## config.mk

```make
export PLATFORM = sky130hd
export DESIGN_NAME = sc_ratio_ctrl
export DESIGN_NICKNAME = d
export VERILOG_FILES = /design/src/rtl/sc_ctrl_pkg.sv /design/src/rtl/sc_ratio_pick.sv /design/src/rtl/sc_boost_seq.sv /design/src/rtl/sc_unit_drive.sv /design/src/rtl/sc_ratio_ctrl.sv
export SDC_FILE = /design/constraint.sdc
export NUM_CORES = 1
export LEC_CHECK = 0
export ABC_AREA = 1
export ABC_CLOCK_PERIOD_IN_PS = 6000
export BUFFER_PORTS_ARGS = -buffer_cell sky130_fd_sc_hd__buf_4
export CAP_MARGIN = 10
export CORE_MARGIN = 5
export CORE_UTILIZATION = 45
export DETAILED_ROUTE_END_ITERATION = 8
export HOLD_SLACK_MARGIN = 0.1
export PLACE_DENSITY = 0.81
export SETUP_SLACK_MARGIN = 0.5
export SLEW_MARGIN = 20
export SYNTH_ARGS = -nofsm -noshare
export SYNTH_HDL_FRONTEND = slang
export SYNTH_SLANG_ARGS = --single-unit
```

## constraint.sdc

```tcl
create_clock -name clk -period 6 [get_ports clk]
set_clock_uncertainty 0.2 [all_clocks]
set_input_delay 0.9 -clock clk [delete_from_list [all_inputs] [get_ports clk]]
set_output_delay 0.9 -clock clk [all_outputs]
set_load 0.005 [all_outputs]
```

## src/rtl/sc_ctrl_pkg.sv

```systemverilog
package sc_ctrl_pkg;

   localparam int SW_N = 11;

   typedef enum logic [1:0] {
      RAT_HALF = 2'd0,
      RAT_TWO3 = 2'd1,
      RAT_ONE  = 2'd2
   } ratio_e;

   // phase-1 set: SW1, SW2, SW7, SW10
   localparam logic [SW_N-1:0] PH1_SET = 11'h243;
   // phase-2 sets per ratio, all include SW3
   localparam logic [SW_N-1:0] PH2_HALF = 11'h494;
   localparam logic [SW_N-1:0] PH2_TWO3 = 11'h424;
   localparam logic [SW_N-1:0] PH2_ONE  = 11'h18C;

   function automatic logic [SW_N-1:0] sw_pattern(input ratio_e r, input logic ph1);
      logic [SW_N-1:0] v;
      if (ph1) begin
         v = PH1_SET;
      end else begin
         unique case (r)
            RAT_HALF: v = PH2_HALF;
            RAT_TWO3: v = PH2_TWO3;
            RAT_ONE:  v = PH2_ONE;
            default:  v = '0;
         endcase
      end
      return v;
   endfunction

endpackage

```

## src/rtl/sc_ratio_pick.sv

```systemverilog
module sc_ratio_pick
   import sc_ctrl_pkg::*;
#(
   parameter int CODE_W = 8
) (
   input  logic [CODE_W-1:0] code,
   input  logic [CODE_W-1:0] thr_lo,
   input  logic [CODE_W-1:0] thr_hi,
   output ratio_e            pick
);

   initial assert (CODE_W >= 2) else $error("sc_ratio_pick: CODE_W too small");

   always_comb begin
      if (code <= thr_lo)      pick = RAT_HALF;
      else if (code <= thr_hi) pick = RAT_TWO3;
      else                     pick = RAT_ONE;
   end

endmodule

```

## src/rtl/sc_boost_seq.sv

```systemverilog
module sc_boost_seq
   import sc_ctrl_pkg::*;
#(
   parameter int CODE_W = 8,
   parameter int TMO_W  = 16
) (
   input  logic              clk,
   input  logic              rst_n,
   input  logic              req_valid,
   input  logic [CODE_W-1:0] req_code,
   input  logic              below_target,
   input  logic [CODE_W-1:0] thr_lo,
   input  logic [CODE_W-1:0] thr_hi,
   input  logic [TMO_W-1:0]  boost_limit,
   output ratio_e            ratio_o,
   output logic              boost_o,
   output logic              err_o
);

   initial assert (TMO_W >= 1 && TMO_W <= 31) else $error("sc_boost_seq: TMO_W out of range");

   logic [CODE_W-1:0] code_q;
   logic [TMO_W-1:0]  cnt_q;
   logic              boost_q;
   logic              err_q;
   ratio_e            ratio_q;
   ratio_e            pick_new;
   ratio_e            pick_held;
   logic              raise;
   logic              limit_hit;

   sc_ratio_pick #(.CODE_W(CODE_W)) u_pick_new (
      .code(req_code), .thr_lo(thr_lo), .thr_hi(thr_hi), .pick(pick_new));

   sc_ratio_pick #(.CODE_W(CODE_W)) u_pick_held (
      .code(code_q), .thr_lo(thr_lo), .thr_hi(thr_hi), .pick(pick_held));

   assign raise     = req_code > code_q;
   assign limit_hit = ({1'b0, cnt_q} + {{TMO_W{1'b0}}, 1'b1}) >= {1'b0, boost_limit};

   always_ff @(posedge clk) begin
      if (!rst_n) begin
         code_q  <= '0;
         cnt_q   <= '0;
         boost_q <= 1'b0;
         err_q   <= 1'b0;
         ratio_q <= RAT_HALF;
      end else if (req_valid) begin
         code_q <= req_code;
         cnt_q  <= '0;
         err_q  <= 1'b0;
         if (raise) begin
            boost_q <= 1'b1;
            ratio_q <= RAT_ONE;
         end else begin
            boost_q <= 1'b0;
            ratio_q <= pick_new;
         end
      end else if (boost_q) begin
         if (!below_target) begin
            boost_q <= 1'b0;
            ratio_q <= pick_held;
         end else if (limit_hit) begin
            boost_q <= 1'b0;
            err_q   <= 1'b1;
            ratio_q <= pick_held;
         end else begin
            cnt_q <= cnt_q + 1'b1;
         end
      end
   end

   assign ratio_o = ratio_q;
   assign boost_o = boost_q;
   assign err_o   = err_q;

   p_raise_boost_r4: assert property (@(posedge clk) disable iff (!rst_n)
      (req_valid && req_code > code_q) |=> (boost_q && ratio_q == RAT_ONE && !err_q));

   p_lower_direct_r6: assert property (@(posedge clk) disable iff (!rst_n)
      (req_valid && req_code <= code_q) |=> (!boost_q && !err_q));

   p_reach_exit_r5: assert property (@(posedge clk) disable iff (!rst_n)
      (boost_q && !req_valid && !below_target) |=> !boost_q);

   p_err_from_boost_r8: assert property (@(posedge clk) disable iff (!rst_n)
      $rose(err_q) |-> ($past(boost_q) && $past(below_target) && !$past(req_valid)));

   p_ratio_legal_r1: assert property (@(posedge clk) disable iff (!rst_n)
      ratio_q != 2'd3);

endmodule

```

## src/rtl/sc_unit_drive.sv

```systemverilog
module sc_unit_drive
   import sc_ctrl_pkg::*;
#(
   parameter bit SYNC_PHASE = 1'b0
) (
   input  logic            clk,
   input  logic            rst_n,
   input  logic            phase_in,
   input  ratio_e          ratio_in,
   output logic [SW_N-1:0] sw_o
);

   logic            ph_s;
   logic            ph_q;
   logic            armed_q;
   ratio_e          arat_q;
   logic [SW_N-1:0] sw_q;
   logic            ph_edge;

   generate
      if (SYNC_PHASE) begin : g_sync
         logic ph_r;
         always_ff @(posedge clk) begin
            if (!rst_n) ph_r <= 1'b0;
            else        ph_r <= phase_in;
         end
         assign ph_s = ph_r;
      end else begin : g_direct
         assign ph_s = phase_in;
      end
   endgenerate

   assign ph_edge = ph_s ^ ph_q;

   always_ff @(posedge clk) begin
      if (!rst_n) begin
         ph_q    <= 1'b0;
         armed_q <= 1'b0;
         arat_q  <= RAT_HALF;
         sw_q    <= '0;
      end else begin
         ph_q <= ph_s;
         if (ph_edge && ph_s) begin
            arat_q  <= ratio_in;
            armed_q <= 1'b1;
         end
         if (ph_edge || !armed_q) sw_q <= '0;
         else                     sw_q <= sw_pattern(arat_q, ph_s);
      end
   end

   assign sw_o = sw_q;

   p_gap_open_r10: assert property (@(posedge clk) disable iff (!rst_n)
      ph_edge |=> (sw_q == '0));

   p_ratio_hold_r9: assert property (@(posedge clk) disable iff (!rst_n)
      !(ph_edge && ph_s) |=> $stable(arat_q));

   p_no_overlap_r2: assert property (@(posedge clk) disable iff (!rst_n)
      !((|(sw_q & PH1_SET)) && (|(sw_q & ~PH1_SET))));

   p_unarmed_open_r11: assert property (@(posedge clk) disable iff (!rst_n)
      !armed_q |-> (sw_q == '0));

endmodule

```

## src/rtl/sc_ratio_ctrl.sv

```systemverilog
module sc_ratio_ctrl
   import sc_ctrl_pkg::*;
#(
   parameter int N_MOD      = 32,
   parameter int CODE_W     = 8,
   parameter int TMO_W      = 16,
   parameter bit SYNC_PHASE = 1'b0
) (
   input  logic                  clk,
   input  logic                  rst_n,
   input  logic                  req_valid,
   input  logic [CODE_W-1:0]     req_code,
   input  logic                  below_target,
   input  logic [CODE_W-1:0]     thr_half,
   input  logic [CODE_W-1:0]     thr_two3,
   input  logic [TMO_W-1:0]      boost_limit,
   input  logic [N_MOD-1:0]      phase_clk,
   output logic [N_MOD*SW_N-1:0] sw_en,
   output logic [1:0]            ratio_out,
   output logic                  boost_active,
   output logic                  boost_timeout
);

   localparam int SW_TOTAL = N_MOD * SW_N;

   initial assert (N_MOD >= 1 && N_MOD <= 256) else $error("sc_ratio_ctrl: N_MOD out of range");
   initial assert (SW_TOTAL == $bits(sw_en)) else $error("sc_ratio_ctrl: switch bus width");

   ratio_e ratio_w;

   sc_boost_seq #(.CODE_W(CODE_W), .TMO_W(TMO_W)) u_seq (
      .clk(clk), .rst_n(rst_n), .req_valid(req_valid), .req_code(req_code),
      .below_target(below_target), .thr_lo(thr_half), .thr_hi(thr_two3),
      .boost_limit(boost_limit), .ratio_o(ratio_w), .boost_o(boost_active),
      .err_o(boost_timeout));

   assign ratio_out = ratio_w;

   generate
      for (genvar i = 0; i < N_MOD; i++) begin : g_cell
         sc_unit_drive #(.SYNC_PHASE(SYNC_PHASE)) u_cell (
            .clk(clk), .rst_n(rst_n), .phase_in(phase_clk[i]),
            .ratio_in(ratio_w), .sw_o(sw_en[i*SW_N +: SW_N]));
      end
   endgenerate

   p_reset_state_r11: assert property (@(posedge clk)
      !rst_n |=> (ratio_out == 2'd0 && !boost_active && !boost_timeout && sw_en == '0));

endmodule

```

Word level (Yosys, flattened, before mapping). Index checks and enable logic that the tools add are counted. Widths: inputs -> output; s select.

Bits in registers: 508. Bits of input ports: 76. Output and inout port bits: 356. Logic and storage cells: 547.

Mux-type cells: 78. Bitwise operators: 34. Equality and inequality tests: 65. Reductions and logical operators: 197. Add/sub/neg operators: 2. $lt $le $gt $ge: 6.

Operators by type and width (number): $pmux 11 s3 (32); $mux 10 (32); $reduce_or 3->1 (32); $reduce_or 2->1 (33); $eq 2x1->1 const B (32); $eq 2x2->1 const B (32); $logic_not 2->1 (32); $le 8x8->1 (4); $logic_and 1x1->1 (32); $logic_not 1->1 (32); $logic_or 1x1->1 (32); $xor 1x1->1 (32); $mux 2 (9); $add 16x1->17 const B (1); $ge 17x16->1 (1); $add 16x1->16 const B (1); $gt 8x8->1 (1); $reduce_and 3->1 (2); $mux 1 (5); $ne 3x2->1 const B (1); $not 1->1 (2); $reduce_and 2->1 (1); $reduce_bool 2->1 (1).

Depth between registers and ports, before layout.
Depth after elaboration: 7. Gate-level depth with buffers: 19. Gate-level depth less buffers: 19.

Cells and area by module. Synthesis repeated with hierarchy kept, for this count alone.

Cell total of the unflattened synthesis: 2000. Area, all modules: 16305.6 um^2.

By module, submodules not included: sc_unit_drive (sequential area each 220.2 um^2, area an instance 411.6 um^2, cells an instance 47, times used 32); sc_boost_seq (sequential area each 560.5 um^2, area an instance 2209.6 um^2, cells an instance 348, times used 1); sc_ratio_pick (sequential area each 0.0 um^2, area an instance 461.7 um^2, cells an instance 74, times used 2).

Worst setup path after synthesis. Ideal clock, no wire load.

Path kind: flip-flop to flip-flop. Start point: reg u_seq.cnt_q[0]. End point: reg u_seq.cnt_q[10]. Arrival: 2.460 ns. Setup slack: 3.274 ns. Buffers on the path: 1. Clock period less this slack: 2.726 ns. Stages on the path, launching flop included: 19. Setup time: 0.066 ns. Data required time: 5.734 ns. Cells stage by stage: dfxtp_1 -> ha_1 -> nand3_2 -> inv_2 -> nand3_1 -> nor2_1 -> xnor2_1 -> inv_1 -> ha_1 -> nand2_1 -> nand2_1 -> a21oi_1 -> o21ai_1 -> nor2_1 -> nand3_4 -> inv_6 -> buf_12 -> nand2_2 -> a21oi_2.

Cells in the longest elaborated chain, start to end: 4. Elaborated cells between the ends (all ways): 5. Those cells by class: add/sub: 2; order compare: 1; bitwise: 1; reduce/logical: 1.

RTL lines: start: declaration (RTL line sc_boost_seq.sv:23) `logic [TMO_W-1:0] cnt_q;`; start signal: assignment (RTL line sc_boost_seq.sv:68) `cnt_q <= cnt_q + 1'b1;`; $add 16x1->17 (RTL line sc_boost_seq.sv:39) `assign limit_hit = ({1'b0, cnt_q} + {{TMO_W{1'b0}}, 1'b1}) >= {1'b0, boost_limit};`; $ge 17x16->1 (RTL line sc_boost_seq.sv:39); $not 1->1 (no line); $reduce_and 3->1 (no line).

Several ways; a longest one is shown, not always the timed one. A chain may end at the register's enable or synchronous reset.

Worst setup path after layout.
Start point: reg u_seq.cnt_q[3]. End point: reg u_seq.cnt_q[13].

Same word-level chain as after synthesis.

==> run metrics <==
DP Worst Slack 2790 ps; Total Power ~5.4 mW; period utilization 54.1%; initial antenna violation count 0; global-route wire length before repair about 56000 um; Layout Cells excl Fill 2386; number of setup buffers added after CTS 0; H-Tree Depth 2; fmax 0.308 GHz; Core Rows 65; P_leak 8.94 nW; number of flops mapped to enable cells by yosys 0; Resized cells post-CTS 0; Num CTS Buffers 38; Placed Area 16900 um2; die area roughly 35000 um2; pin count of the biggest net entering global routing just under 60; crit-path max FO 17; Avg Cell Area, Syn just under 9 um2; Syn Std Cell Area 14200 um2; placed cells approximately 2300; Final WS setup ~2800 ps; Max-Cap Viols 0; Total GRT Usage 19.0%; FF-to-FF path depth 16; R2R setup slack ~2800 ps; design area 18100 um2; clk_lat worst skew 520 ps; DRT Pass-1 Iters 7; crit path time final about 3200 ps; clk buf depth 3; RSZ-0062 raised after global routing no; synth unique cells 31; final hold vios 0; WP data required between 6000 and 7000 ps; biggest area consumer among synthesized cells dfxtp_1; Crit Path Category register to register; count leader, synth dfxtp_1; most instantiated cells after synthesis 380 x dfxtp_1, 229 x nor2_1, 214 x inv_1, 203 x nand2_1, 132 x a21oi_1; final count of negative-setup-slack endpoints 0; measured slew at the worst slew-check pin around 740 ps; # clock sinks 380; Fin Hold WS between 200 and 300 ps; DRC viols 0; Critical R2R Launch u_seq.cnt_q[3]; layout overhead on the synthesized area 27.1%; initial drt markers between 400 and 500; Total Neg Setup Slack 0 ps; hold depth 2; CTS root buf clkbuf_16; IO Port Bufs 431; register bit total from synthesis 380; # hold bufs at CTS 0; die width 188 um; ys async rst share 0%; Congestion Overflow GR 0; maximum VDD drop approximately 0.00018 V; Synth warnings 0; crit path capture type register; vias in the first global route ~11000; Post-DRT Antenna Nets 0; Util after Layout 57.6%; die height between 150 and 200 um; CP startpoint kind register; fillers 2659; Final Max Tran Viols 0; final net count between 2000 and 2500; min-delay src g_cell[19].u_cell.armed_q; Worst Hold Class register to register; TritonCTS clock tree done; Mapped Cells 1640; core area about 31000 um2; Slew HR 50.4%; Synth area leaders dfxtp_1 53%, ha_1 7.8%, buf_4 6.8%, nor2_1 6.0%, inv_1 5.6%; Initial Util a little under half; layout cells sized above 1 between 20% and 30%; status complete, no violations; vias post-DR 11300; CTS clock-pin slew for the worst setup and hold paths around 60 ps; Worst EP arrival between 3000 and 4000 ps; pwr/cell area ~300 nW/um2; area share of the largest cell type after synthesis ~53%; Inserted Diodes 0; Hold Path Sink g_cell[19].u_cell.sw_o[6]; io pins 432; Net Count, Synth 1805; Final GP Congestion a little under 0.9; Top FF cell, synth dfxtp_1; sequential-to-total area share from yosys stat a little over half; drt wl/cell approximately 15 um; WL final around 35000 um; Via density roughly 4.7; reg2reg end u_seq.cnt_q[13]; DP HPWL approximately 26000 um
where the power goes:
group	switching (mW)	internal [mW]	leakage, nW
clock	0.949	1.30	0.571
sequential	0.0753	2.62	3.10
combinational	0.236	0.185	5.27
worst max-delay path by stage:
stage,slack (ps),endpoint,start,cells after the start
5_1_grt,2450,u_seq.cnt_q[12],u_seq.cnt_q[0],17
3_5_place_dp,2790,u_seq.cnt_q[13],u_seq.cnt_q[0],17
6_report,2750,u_seq.cnt_q[13],u_seq.cnt_q[3],16
3_3_place_gp,2950,u_seq.cnt_q[14],u_seq.cnt_q[0],18
2_1_floorplan,3270,u_seq.cnt_q[10],u_seq.cnt_q[0],18
4_1_cts,2770,u_seq.cnt_q[13],u_seq.cnt_q[3],16
layer usage:
| metal | global-route usage [%] | share of wire (%) |
|---|---|---|
| met2 | 36.1 | 52 |
| met1 | 20.4 | 38 |
| met3 | 5.49 | 6.9 |
| met5 | 0 | 0 |
| met4 | 5.51 | 2.8 |
sequential cells by signal, summed over array words and instances (netlist names):
signal                 flops
u_seq.code_q               8
u_seq.ratio_o              2
u_seq.boost_o              1
g_cell.u_cell.arat_q      64
g_cell.u_cell.armed_q     32
g_cell.u_cell.ph_q        32
g_cell.u_cell.sw_o       224
u_seq.err_o                1
u_seq.cnt_q               16
final cells by class:
cell class	count	area [um2]	share of cell area (%)
well taps	402	503	2.78
clock buffers	57	1080	5.99
repair buffers	436	3270	18.1
clock inverters	8	93.8	0.519
inverters	216	816	4.51
flip-flops and latches	380	7610	42.0
multi-input cells	887	4720	26.1
critical path: stages, from the launching register on:
cell	delay, ps
dfxtp_1	440
nand2_1	80
nor3_1	290
nand2_1	140
nor2_1	170
xor2_1	210
inv_1	60
ha_1	280
inv_1	60
nor2_1	60
nand2_1	80
o21ai_0	80
nor2_1	250
nand3_4	280
inv_6	250
nand2_1	80
a21oi_1	140
logic make-up (layout without fill, tap and decap cells):
kind of cell             after synthesis  count (layout)  synth area share [%]
XOR/XNOR                              13              13                 0.800
AO/OA/AOI/OAI                        226             226                  8.32
flip-flops                           380             380                  53.4
buffers and inverters                373             717                  13.4
AND/OR/NAND/NOR                      559             559                  16.2
adder cells (fa/ha/maj)               89              89                  7.82
cells in the final DEF, fill, tap and decap left out, types with 11 or more instances in the layout:
master	synthesis	layout
inv_1	214	213
xor2_1	11	11
nor3_1	95	95
clkbuf_1	17	14
buf_4	129	436
clkbuf_16	0	39
o21ai_0	76	76
nand2_1	203	203
a21oi_1	132	132
ha_1	89	89
nor2_1	229	229
dfxtp_1	380	380
(Power assumes the default switching activity.)
